File: src/rtl/nib_dbg_monitor.sv
module nib_dbg_monitor #(
  parameter int ADDR_W = 32
) (
  input  logic              clk,
  input  logic              mon_rst_n,
  input  logic              mode_sel,
  input  logic              sync_n,
  input  logic [3:0]        nib_in,
  output logic [3:0]        nib_out,
  output logic              nib_oe,
  output logic              mem_req,
  output logic              mem_we,
  output logic [1:0]        mem_size,
  output logic [ADDR_W-1:0] mem_addr,
  output logic [31:0]       mem_wdata,
  input  logic              mem_ack,
  input  logic              mem_err,
  input  logic [31:0]       mem_rdata
);
  localparam int ADDR_N = ADDR_W / 4;
  localparam int CW = (ADDR_N > 8) ? $clog2(ADDR_N) : 3;

  typedef enum logic [2:0] {IDLE, CMD, ADR, WDAT, BUSY, DONE, SEND} st_t;

  st_t              st;
  logic             mon_en, spare_bad, dir, cerr, berr;
  logic [1:0]       sz;
  logic [CW-1:0]    cnt;
  logic [ADDR_W-1:0] addr;
  logic [31:0]      dat;
  logic [2:0]       last_idx;
  logic             end_addr, end_dat;

  assign last_idx = {sz[1], sz[1] | sz[0], 1'b1};
  assign end_addr = cnt == CW'(ADDR_N - 1);
  assign end_dat  = cnt == CW'(last_idx);

  assign mem_req   = st == BUSY;
  assign mem_we    = dir;
  assign mem_size  = sz;
  assign mem_addr  = addr;
  assign mem_wdata = dat;
  assign nib_oe    = st inside {BUSY, DONE, SEND};
  assign nib_out   = (st == DONE) ? {1'b0, berr, cerr, 1'b1} :
                     (st == SEND) ? dat[{cnt[2:0], 2'b00} +: 4] : 4'h0;

  always_ff @(posedge clk)
    if (!mon_rst_n) mon_en <= mode_sel;

  always_ff @(posedge clk) begin
    if (!mon_rst_n) begin
      st        <= IDLE;
      spare_bad <= 1'b0;
      dir       <= 1'b0;
      sz        <= 2'b00;
      cerr      <= 1'b0;
      berr      <= 1'b0;
      cnt       <= '0;
      addr      <= '0;
      dat       <= '0;
    end else begin
      case (st)
        IDLE: begin
          cerr <= 1'b0;
          berr <= 1'b0;
          cnt  <= '0;
          if (mon_en && !sync_n) begin
            spare_bad <= |nib_in;
            st        <= CMD;
          end
        end
        CMD:
          if (sync_n) st <= IDLE;
          else begin
            dir  <= nib_in[2];
            sz   <= nib_in[1:0];
            cerr <= spare_bad | ~nib_in[3] | (&nib_in[1:0]);
            st   <= ADR;
          end
        ADR:
          if (sync_n) st <= IDLE;
          else begin
            addr[{cnt, 2'b00} +: 4] <= nib_in;
            cnt <= cnt + CW'(1);
            if (end_addr) begin
              cnt <= '0;
              dat <= '0;
              st  <= cerr ? DONE : (dir ? WDAT : BUSY);
            end
          end
        WDAT:
          if (sync_n) st <= IDLE;
          else begin
            dat[{cnt[2:0], 2'b00} +: 4] <= nib_in;
            cnt <= cnt + CW'(1);
            if (end_dat) begin
              cnt <= '0;
              st  <= BUSY;
            end
          end
        BUSY:
          if (mem_ack || mem_err) begin
            berr <= mem_err;
            if (!dir) dat <= mem_rdata;
            st <= DONE;
          end
        DONE:
          if (sync_n) begin
            cnt <= '0;
            st  <= (!dir && !cerr && !berr) ? SEND : IDLE;
          end
        SEND: begin
          cnt <= cnt + CW'(1);
          if (end_dat) st <= IDLE;
        end
        default: st <= IDLE;
      endcase
    end
  end

  p_mode_off_r1: assert property (@(posedge clk) disable iff (!mon_rst_n)
    !mon_en |-> !nib_oe && !mem_req);

  p_req_hold_r5: assert property (@(posedge clk) disable iff (!mon_rst_n)
    mem_req && !mem_ack && !mem_err |=> mem_req && $stable(mem_addr) && $stable(mem_wdata));

  p_busy_nib_r5: assert property (@(posedge clk) disable iff (!mon_rst_n)
    mem_req |-> nib_oe && nib_out == 4'h0);

  p_ready_r6: assert property (@(posedge clk) disable iff (!mon_rst_n)
    $fell(mem_req) |-> nib_oe && nib_out[0] && !nib_out[1]);

  p_no_req_cerr_r8: assert property (@(posedge clk) disable iff (!mon_rst_n)
    cerr |-> !mem_req);

  p_berr_stat_r9: assert property (@(posedge clk) disable iff (!mon_rst_n)
    $fell(mem_req) && $past(mem_err) |-> nib_out == 4'b0101);
endmodule

File: config.mk
export PLATFORM = sky130hd
export DESIGN_NAME = nib_dbg_monitor
export DESIGN_NICKNAME = d
export VERILOG_FILES = /design/src/rtl/nib_dbg_monitor.sv
export SDC_FILE = /design/constraint.sdc
export NUM_CORES = 1
export LEC_CHECK = 0
export BUFFER_PORTS_ARGS = -buffer_cell sky130_fd_sc_hd__buf_2
export CORE_MARGIN = 4
export CORE_UTILIZATION = 32
export DETAILED_ROUTE_END_ITERATION = 16
export MAX_ROUTING_LAYER = met4
export PLACE_DENSITY = 0.58
export SYNTH_ARGS = -nofsm -noshare
export SYNTH_HDL_FRONTEND = slang
export SYNTH_SLANG_ARGS = --single-unit
File: constraint.sdc
create_clock -name clk -period 6.3 [get_ports clk]
set_input_delay 1.26 -clock clk [delete_from_list [all_inputs] [get_ports clk]]
set_output_delay 1.26 -clock clk [all_outputs]
set_load 0.1 [all_outputs]
==> impl_results.md, run 1 <==
* # diodes at 0
* Status: finished, final reports clean
* Largest net degree at the start of global routing at 37
* Number of enable flip-flop cells after synthesis at 1
* Clock root buffer: clkbuf_16
* CTS-repair resized insts at 0
* Setup ws final at about 2700 ps
* Largest stage delay, worst path at around 870 ps
* CTS max path bufs at 2
* CP required at 5040 ps
* CTS Sinks at 77
* Synth Register Bits at 77
* Via count at around 4,000
* Sequential share of the synthesized area at 38.5%
* Clock latency on the worst-skew pair at roughly 330 ps
* Avg WL per Cell at between 15 and 20 um
* Hold slack at around 450 ps
* H-tree lvl count at 3
* Total gr overflow at 0
* Cell Rows at 40
* First drt pass iteration count at 5
* Total GRT Usage at approximately a fifth
* Hold Path Class: reg -> reg
* Initial Util at approximately a third
* Post-Syn Nets at 512
* 1st-iter DRT viols at 269
* Detailed-placement wirelength estimate at 10,100 um
* DRC viols at 0
* Start point of the critical path: st[2]
* Initial antenna violation count at 0
* Ys async rst share at 0%
* WS Path Type: reg -> out
* CTS clk-pin slew, worst paths at ~60 ps
* Worst R2R Start: cnt[0]
* CTS Buf Count at 9
* Core area at 0.0122 mm^2
* Synthesized area per cell at approximately 8.7 um^2
* Cell family with most CP delay: flip-flops
* Worst Path Max Fanout at 26
* Total number of yosys warnings at 0
* CTS tree: built
* Die H at 120 um
* DR vias/cell at between 5 and 6
* Startpoint types: register
* Cell Area, Synth at ~0.0040 mm^2
* Dpl ws at 2730 ps
* Port Buffers at 114
* Detail Route Antenna Nets at 0
* Global-route wire length before repair at between 20,000 and 25,000 um
* Cell Chain, Critical Path: nor3b_1 > nand2_1 > o21ai_0 > buf_2
* Final nets at roughly 600
* Slew @ Worst Pin at between 1000 and 1500 ps
* Main synth FF type: dfxtp_1
* Number of global-route vias before repair at 3,972
* Core Util, Final at ~41%
* Full die area at roughly 0.014 mm^2
* Min cycle time layout at between 3000 and 4000 ps
* I/O pins at ~120
* Final Max Slew Viols at 0
* Layout cells sized above 1 at between 20% and 30%
* Number of max-cap violations at 0
* Unrepaired setup endpoints after global routing: false
* Hold Fails Final Rpt at 0
* Cells after Synth at approximately 470
* Buf+Inv Stages, Crit Path at 1
* Area Growth Syn to Fin at 24.8%
* Worst vdd ir at approximately 0.00029 V
* Slowest CP cell: dfxtp_1
* Post-CTS setup buffers at 0
* Worst path arrival time at 2350 ps
* Max_slew headroom at 20.9%
* Final setup vio count at 0
* Pwr dens at 346 mW/mm^2
* Die width at between 100 and 150 um
* Final wirelength at roughly 14,000 um
* Highest clock rate at approximately 280 MHz
* Skew final at approximately 5.0 ps
* Crit end category: output pin
* CTS hold repair buffers at 0
* Fin crit share at a little under three fifths
* Worst hold start: mem_addr[26]
* Synth cell types at between 50 and 60
* GP Congestion at between 0.9 and 1
* Lkg Pwr at between 0.002 and 0.0025 uW
* Setup TNS at 0 ps
## through the flow
step / power, uW / cells / area, um^2
3_3_place_gp: 1150 / 712 / 4690
4_1_cts: 1750 / 727 / 5030
3_5_place_dp: 1160 / 712 / 4690
6_report: 1740 / 727 / 5030
5_1_grt: 1820 / 727 / 5030
2_1_floorplan: 1040 / 465 / 4030
## metal layers
metal  vias to the layer above  GRT usage (%)  wire, um
met3                        19           3.55       729
met4                         0           5.17       196
li1                       1914              -         -
met5                         -              -         0
met2                       130           32.6      6840
met1                      1924           24.6      5960
## worst reg2reg max path: cells and delay by family, from the launching register on
kind,cells,cell delay (ps)
flops,1,300
fa+ha+maj,2,720
compound gates,1,70
simple gates,4,1750
buf+inv,2,670
## registers in the layout (all words and copies together) (netlist names)
signal     cells
mem_wdata     32
cnt            3
berr           1
mon_en         1
st             3
cerr           1
mem_we         1
mem_size       2
mem_addr      32
spare_bad      1
## power breakdown
group	internal [uW]	leakage (uW)	switching [uW]
sequential	522	0.000623	41.4
combinational	157	0.00124	437
clock	390	0.000170	194
total	1070	0.00203	672
## layout by cell type, fill, tap and decap left out, types with 10 or more instances in the layout
cell type,count
a21oi_1,36
a22oi_1,19
buf_2,114
clkbuf_16,10
dfxtp_1,76
mux2i_1,18
nand2_1,51
nand3_1,16
nor2_1,45
nor3_1,12
o21ai_0,15
o2bb2ai_1,12
## final cells by class
type | count | area, um^2
Timing Repair Buffer | 122 | 631
Clock inverter | 3 | 65.1
Multi-Input combinational cell | 336 | 2260
Inverter | 9 | 33.8
Sequential cell | 77 | 1550
Tap cell | 168 | 210
Clock buffer | 12 | 278
Fill cell | 1238 | 7130
## path summary, 6_finish.rpt
check	to	slack, ps	cells after the start
max	nib_out[2]	2690	4
min	mem_addr[26]	450	2
max reg2reg	mem_addr[12]	2720	9
min reg2reg	mem_addr[26]	450	2
## kinds of logic (layout without fill, tap and decap cells)
family,Yosys count,count (layout),share of synthesized area (%)
AOI/OAI and AO/OA,133,133,23.3
adders and majority gates,5,5,1.55
and+or+nand+nor,168,168,21.2
buffers and inverters,52,146,5.40
muxes,30,30,10.1
DFF,77,77,38.5
## cells in the mapped netlist (2+ instances only)
cell       count  area (um^2)
a211oi_1       3         22.5
nor2_1        45          169
mux2i_1       18          180
o32ai_1        8         70.1
inv_1          7         26.3
nand2b_1       3         18.8
and3_1         4         25.0
nand4_1        2         12.5
nand2_1       51          191
dfxtp_1       76         1520
mux2_2         4         45.0
a311oi_1       3         26.3
a21oi_1       36          180
clkbuf_1      28          105
nor3_1        12         60.1
o211ai_1       4         30.0
nor2b_1        5         31.3
buf_1          4         15.0
buf_2          7         35.0
a32oi_1        6         52.6
o21a_1         2         15.0
clkinv_1       2         7.51
ha_1           5         62.6
and2_1         4         25.0
mux4_2         8          180
nor3b_1        2         15.0
a22oi_1       19          143
or4_1          2         15.0
or2_2          3         18.8
nor4_2         3         37.5
o221a_2        2         22.5
a221oi_1       5         43.8
o2bb2ai_1     12          105
nor4_1         5         31.3
nor4bb_1       2         20.0
o31ai_1        3         22.5
nand3_1       16         80.1
o22ai_1        8         50.1
clkbuf_2       2         10.0
o21ai_0       15         75.1
(Power assumes the default switching activity.)
==> run 2: changes to the inputs <==
Clock period 6.3 ns to 3.6 ns, I/O delays scaled along.
==> run 2 against run 1 <==
Against the previous run: combinational power rose by 75%; wire length is 2.3% higher; cell count is 1.5% higher; via count increased by 2.6%; critical path depth increased by 6; largest power group unchanged; highest routed layer unchanged.
==> impl_results.md, run 2 (synthesis results as in run 1) <==
* Status: finished, final reports clean
* Worst Path Max Fanout at 18 (-31%)
* Final setup vio count at 0 (unchanged)
* Max_slew headroom at 36.4% (+15 points)
* Detail Route Antenna Nets at 0 (unchanged)
* Start point of the critical path: cnt[0]
* Post-CTS setup buffers at 0 (unchanged)
* Cell Rows at 40 (unchanged)
* Layout cells sized above 1 at 30.7% (+1.5 points)
* Hold Path Class: reg -> reg
* Full die area at 0.0145 mm^2 (unchanged)
* Highest clock rate at ~350 MHz
* Lkg Pwr at 0.00207 uW (+1.7%)
* Final nets at 612 (+1.7%)
* Worst R2R Path Depth at 10 (+1)
* Worst Hold Endpoint: mem_addr[24]
* Number of global-route vias before repair at 3,929 (-1.1%)
* Final Max Slew Viols at 0 (unchanged)
* Non-filler cells, final at 738 (+1.5%)
* Unrepaired setup endpoints after global routing: false
* Detailed-placement wirelength estimate at 10,500 um (+4.2%)
* Hold slack at 452 ps (-2.59 ps)
* Clock root buffer: clkbuf_16
* Crit end category: register
* Number of max-cap violations at 0 (unchanged)
* CTS clk-pin slew, worst paths at 60 ps (about the same)
* Setup TNS at 0 ps (unchanged)
* Total GRT Usage at 20.3% (+0.74 points)
* Initial Util at 33.1% (unchanged)
* I/O pins at 115 (unchanged)
* Initial antenna violation count at 0 (unchanged)
* Min cycle time layout at 2840 ps
* Core area at 0.0122 mm^2 (unchanged)
* Largest net degree at the start of global routing at 33 (-11%)
* Via count at 4,091 (+2.6%)
* H-tree lvl count at 3 (unchanged)
* Most common cell after layout, fill and taps aside: buf_2
* CTS max path bufs at 2 (unchanged)
* First drt pass iteration count at 5 (unchanged)
* Area Growth Syn to Fin at 25.6%
* Global-route wire length before repair at 22,500 um (+3.6%)
* GP Congestion at 0.923 (-2.0%)
* Die width at 120 um (unchanged)
* DR vias/cell at 5.54 (+1.1%)
* Die H at 120 um (unchanged)
* Worst R2R Start: cnt[0]
* Fin crit share at 78.9%
* 1st-iter DRT viols at 380 (+41%)
* Clock latency on the worst-skew pair at 340 ps (about the same)
* Port Buffers at 114 (unchanged)
* Hold Fails Final Rpt at 0 (unchanged)
* CTS Buf Count at 9 (unchanged)
* Skew final at 5.79 ps (+0.737 ps)
* WS Path Type: reg -> reg
* Total gr overflow at 0 (unchanged)
* Startpoint types: register
* CTS Sinks at 77 (unchanged)
* Worst vdd ir at 0.000461 V (+60%)
* DRC viols at 0 (unchanged)
* CTS-repair resized insts at 0 (unchanged)
* Slew @ Worst Pin at 953 ps (-218 ps)
* Avg WL per Cell at 19.0 um (+0.80%)
* Worst path arrival time at 3070 ps (+720 ps)
* CTS tree: built
* CTS hold repair buffers at 0 (unchanged)
* CP required at 3820 ps (-1220 ps)
* Worst hold start: mem_addr[24]
* Reg2reg end: mem_wdata[18]
* Hold Crit Depth at 2 (unchanged)
* # diodes at 0 (unchanged)
* Slack of the worst reg-to-reg path at 760 ps (-1960 ps)
* Final wirelength at 14,000 um (+2.3%)
* Placed insts at 722 (+1.4%)
* Pwr dens at 583 mW/mm^2 (+68%)
* Commonest non-fill, non-tap cells in the layout: buf_2, dfxtp_1, nand2_1
run 2: cell types whose count changed in the layout (fill, tap and decap cells not counted), moves of 2 or more:
cell	delta
clkbuf_8	-2
buf_4	+10
o21ai_0	-2
inv_6	+2
o21ai_1	+2
run 2: power by group:
group,switching [uW],internal [uW]
combinational,759,282
sequential,76.8,913
clock,381,541
total,1220,1740
run 2: final cells by class:
| class | instances | area [um^2] |
|---|---|---|
| inverter | 9 | 33.8 |
| sequential | 77 | 1550 |
| timing repair buffer | 132 | 706 |
| clock buffer | 9 | 225 |
| fill | 1270 | 7100 |
| tap | 168 | 210 |
| clock inverter | 7 | 72.6 |
| multi-input combinational | 336 | 2270 |
run 2: layer usage:
layer,GRT usage [%],vias to the layer above,share of wire (%)
li1,-,1949,-
met1,27.0,1967,45
met2,31.4,151,47
met3,3.79,24,5.4
met4,6.52,0,1.9
met5,-,-,0
run 2: critical path, stage by stage (launching register included):
cell and delay [ps]:
dfxtp_1 330, buf_4 250, clkinv_1 250, ha_1 290
ha_1 420, nand2b_4 100, nor4_1 230, buf_4 180
mux2_2 320, a221oi_1 280, nor2_1 80
run 2: how the worst max path moves through the flow:
| stage | to | cells past startpoint |
|---|---|---|
| finish | mem_wdata[18] | 10 |
| detailed placement | mem_wdata[16] | 9 |
| global placement | mem_wdata[16] | 8 |
| global route | mem_addr[13] | 9 |
| floorplan | nib_out[0] | 3 |
| CTS | nib_out[2] | 5 |
run 2: stage by stage:
step | util [%] | total power, uW | cell area (um^2) | setup WS (ps)
global route | 41.6 | 3090 | 5060 | 543
detailed placement | 39.2 | 2040 | 4770 | 774
CTS | 41.6 | 2970 | 5060 | 738
finish | 41.6 | 2950 | 5060 | 759
floorplan | - | 1830 | 4040 | 55.7
global placement | 39.2 | 2040 | 4770 | 816
==> run 3: changes to the inputs <==
Settings changed: PLACE_DENSITY 0.58 to 0.6.
Clock period 3.6 ns to 2.4 ns, I/O delays scaled along.
==> run 3 against run 2 <==
Against the previous run: the flow now finishes with violations (negative setup slack); cell area up 14%; core utilization up 6.0 points; combinational power up 87%; register-to-register slack worse by 720 ps; worst setup slack worse by 770 ps; clock power up 37%; clock skew about the same; sequential share of layout area down 3.2 points; cell count up 5.0%; highest routed layer unchanged.
==> impl_results.md, run 3 (synthesis results as in run 1) <==
* Detail Route Antenna Nets at 0 (unchanged)
* Crit end category: output pin
* DRC viols at 0 (unchanged)
* Worst Path Max Fanout at 5 (-13)
* Fin area at 0.00580 mm^2 (+14%)
* Slew @ Worst Pin at 612 ps (-340 ps)
* Detailed-placement wirelength estimate at 10,700 um (+2.1%)
* Cell Chain, Critical Path: buf_12 > mux4_2 > mux2i_2 > buf_4 > o21ai_4 > buf_12
* Status: complete, but fails checks
* Worst vdd ir at 0.000715 V (+55%)
* Fin crit share at 101%
* Total GRT Usage at 21.2% (+0.90 points)
* Startpoint types: register
* Number of global-route vias before repair at 4,418 (+12%)
* Slowest CP cell: mux4_2
* Full die area at 0.0145 mm^2 (unchanged)
* # diodes at 0 (unchanged)
* Clock root buffer: clkbuf_16
* Min cycle time layout at ~2400 ps
* Largest stage delay, worst path at 510 ps (+90 ps)
* Dpl ws at 40.7 ps (-733 ps)
* CP required at 1920 ps (-1900 ps)
* CTS Buf Count at 9 (unchanged)
* Avg WL per Cell at 19.3 um (+1.3%)
* Clock latency on the worst-skew pair at 340 ps (about the same)
* Via count at 4,288 (+4.8%)
* Unrepaired setup endpoints after global routing: true
* Post-DP Area at 0.00510 mm^2 (+7.0%)
* Buf+Inv Stages, Crit Path at 3 (unchanged)
* Area Growth Syn to Fin at 43.8%
* Most used cell, CP: buf_12
* Hold slack at 327 ps (-125 ps)
* CTS clk-pin slew, worst paths at 60 ps (about the same)
* I/O pins at 115 (unchanged)
* Core area at 0.0122 mm^2 (unchanged)
* Largest net degree at the start of global routing at 36 (+9.1%)
* GP Congestion at 0.876 (-5.1%)
* 1st-iter DRT viols at 379 (-0.26%)
* Final nets at 649 (+6.0%)
* Hold Fails Final Rpt at 0 (unchanged)
* Pwr dens at 808 mW/mm^2 (+39%)
* H-tree lvl count at 3 (unchanged)
* Cell family with most CP delay: multiplexers
* Setup ws final at -12.4 ps (-771 ps)
* Initial Util at 33.1% (unchanged)
* Max_slew headroom at 58.8% (+22 points)
* Layout cells sized above 1 at 44.8% (+14 points)
* WS Path Type: reg -> out
* Total gr overflow at 0 (unchanged)
* CTS tree: built
* CTS max path bufs at 2 (unchanged)
* Die H at 120 um (unchanged)
* Highest clock rate at slightly above 400 MHz
* Global-route wire length before repair at 23,700 um (+5.3%)
* Cell Rows at 40 (unchanged)
* Worst path arrival time at 1930 ps (-1140 ps)
* Lkg Pwr at 0.00233 uW (+13%)
* Final setup vio count at 1 (+1)
* Final wirelength at 14,900 um (+6.4%)
* Most common cell after layout, fill and taps aside: buf_2
* CTS hold repair buffers at 0 (unchanged)
* Number of max-cap violations at 0 (unchanged)
* Port Buffers at 114 (unchanged)
* Final Max Slew Viols at 0 (unchanged)
* CTS Sinks at 77 (unchanged)
* Hold Path Class: in -> reg
* Skew final at 5.56 ps (-0.223 ps)
* Commonest non-fill, non-tap cells in the layout: buf_2, nand2_1, dfxtp_1
* Initial antenna violation count at 0 (unchanged)
* DR vias/cell at 5.53 (-0.19%)
* Failing checks: negative setup slack
* Die width at 120 um (unchanged)
* First drt pass iteration count at 5 (unchanged)
## run 3: cell count changes in the layout (fill, tap and decap cells not counted), sizes merged
cell      delta
bufbuf       +1
inv          -1
clkbuf       +1
clkinvlp     +1
bufinv       -1
buf         +36
## run 3: worst register-to-register path: cells and delay by family, from the launching register on
kind                       cells  cell delay, ps
buffers and inverters          5             630
AOI/OAI and AO/OA              3             540
and+or+nand+nor                2             460
DFF                            1             360
adders and majority gates      2             310
## run 3: repair_timing
item / in CTS / in global routing
setup buffers: 7 / 3
setup endpoints to repair: 4 / 45
cloned: 4 / 0
pin swaps: 4 / 5
gates resized for setup: 31 / 27
## run 3: final cells by class
cell class                      count  area, um^2
Fill cell                        1186        6370
Tap cell                          168         210
Multi-Input combinational cell    336        2490
Sequential cell                    77        1590
Clock inverter                      6        37.5
Clock buffer                       10         229
Timing Repair Buffer              169        1210
Inverter                            9        33.8
## run 3: path summary, 6_finish.rpt
kind | startpoint | slack, ps | cells past startpoint | endpoint
setup / recovery | cnt[0] | -10 | 6 | nib_out[2]
hold / removal | mode_sel | 330 | 1 | mon_en
setup reg to reg | cnt[0] | 40 | 12 | mem_wdata[10]
hold reg to reg | mem_addr[8] | 450 | 2 | mem_addr[8]
## run 3: per-stage QoR
| stage | cells | utilization [%] | TNS (ps) | power (uW) |
|---|---|---|---|---|
| 2_1_floorplan | 465 | - | -427 | 2760 |
| 3_3_place_gp | 745 | 41.9 | 0 | 3200 |
| 3_5_place_dp | 745 | 41.9 | 0 | 3220 |
| 4_1_cts | 772 | 46.5 | -109 | 4620 |
| 5_1_grt | 775 | 47.7 | -433 | 4880 |
| 6_report | 775 | 47.7 | -12.4 | 4680 |
## run 3: power breakdown
part | internal [uW] | switching, uW
Combinational | 667 | 1270
Clock | 699 | 560
Sequential | 1380 | 110
## run 3: per-layer routing
layer  part of all wire (%)  GRT usage, %  routed length (um)  vias to the layer above
met5                      0             -                   0                        -
met4                    2.1          6.94                 316                        0
met3                    6.0          5.00                 896                       24
met2                     50          34.5                7420                      158
met1                     42          26.1                6310                     2103
li1                       -             -                   -                     2003
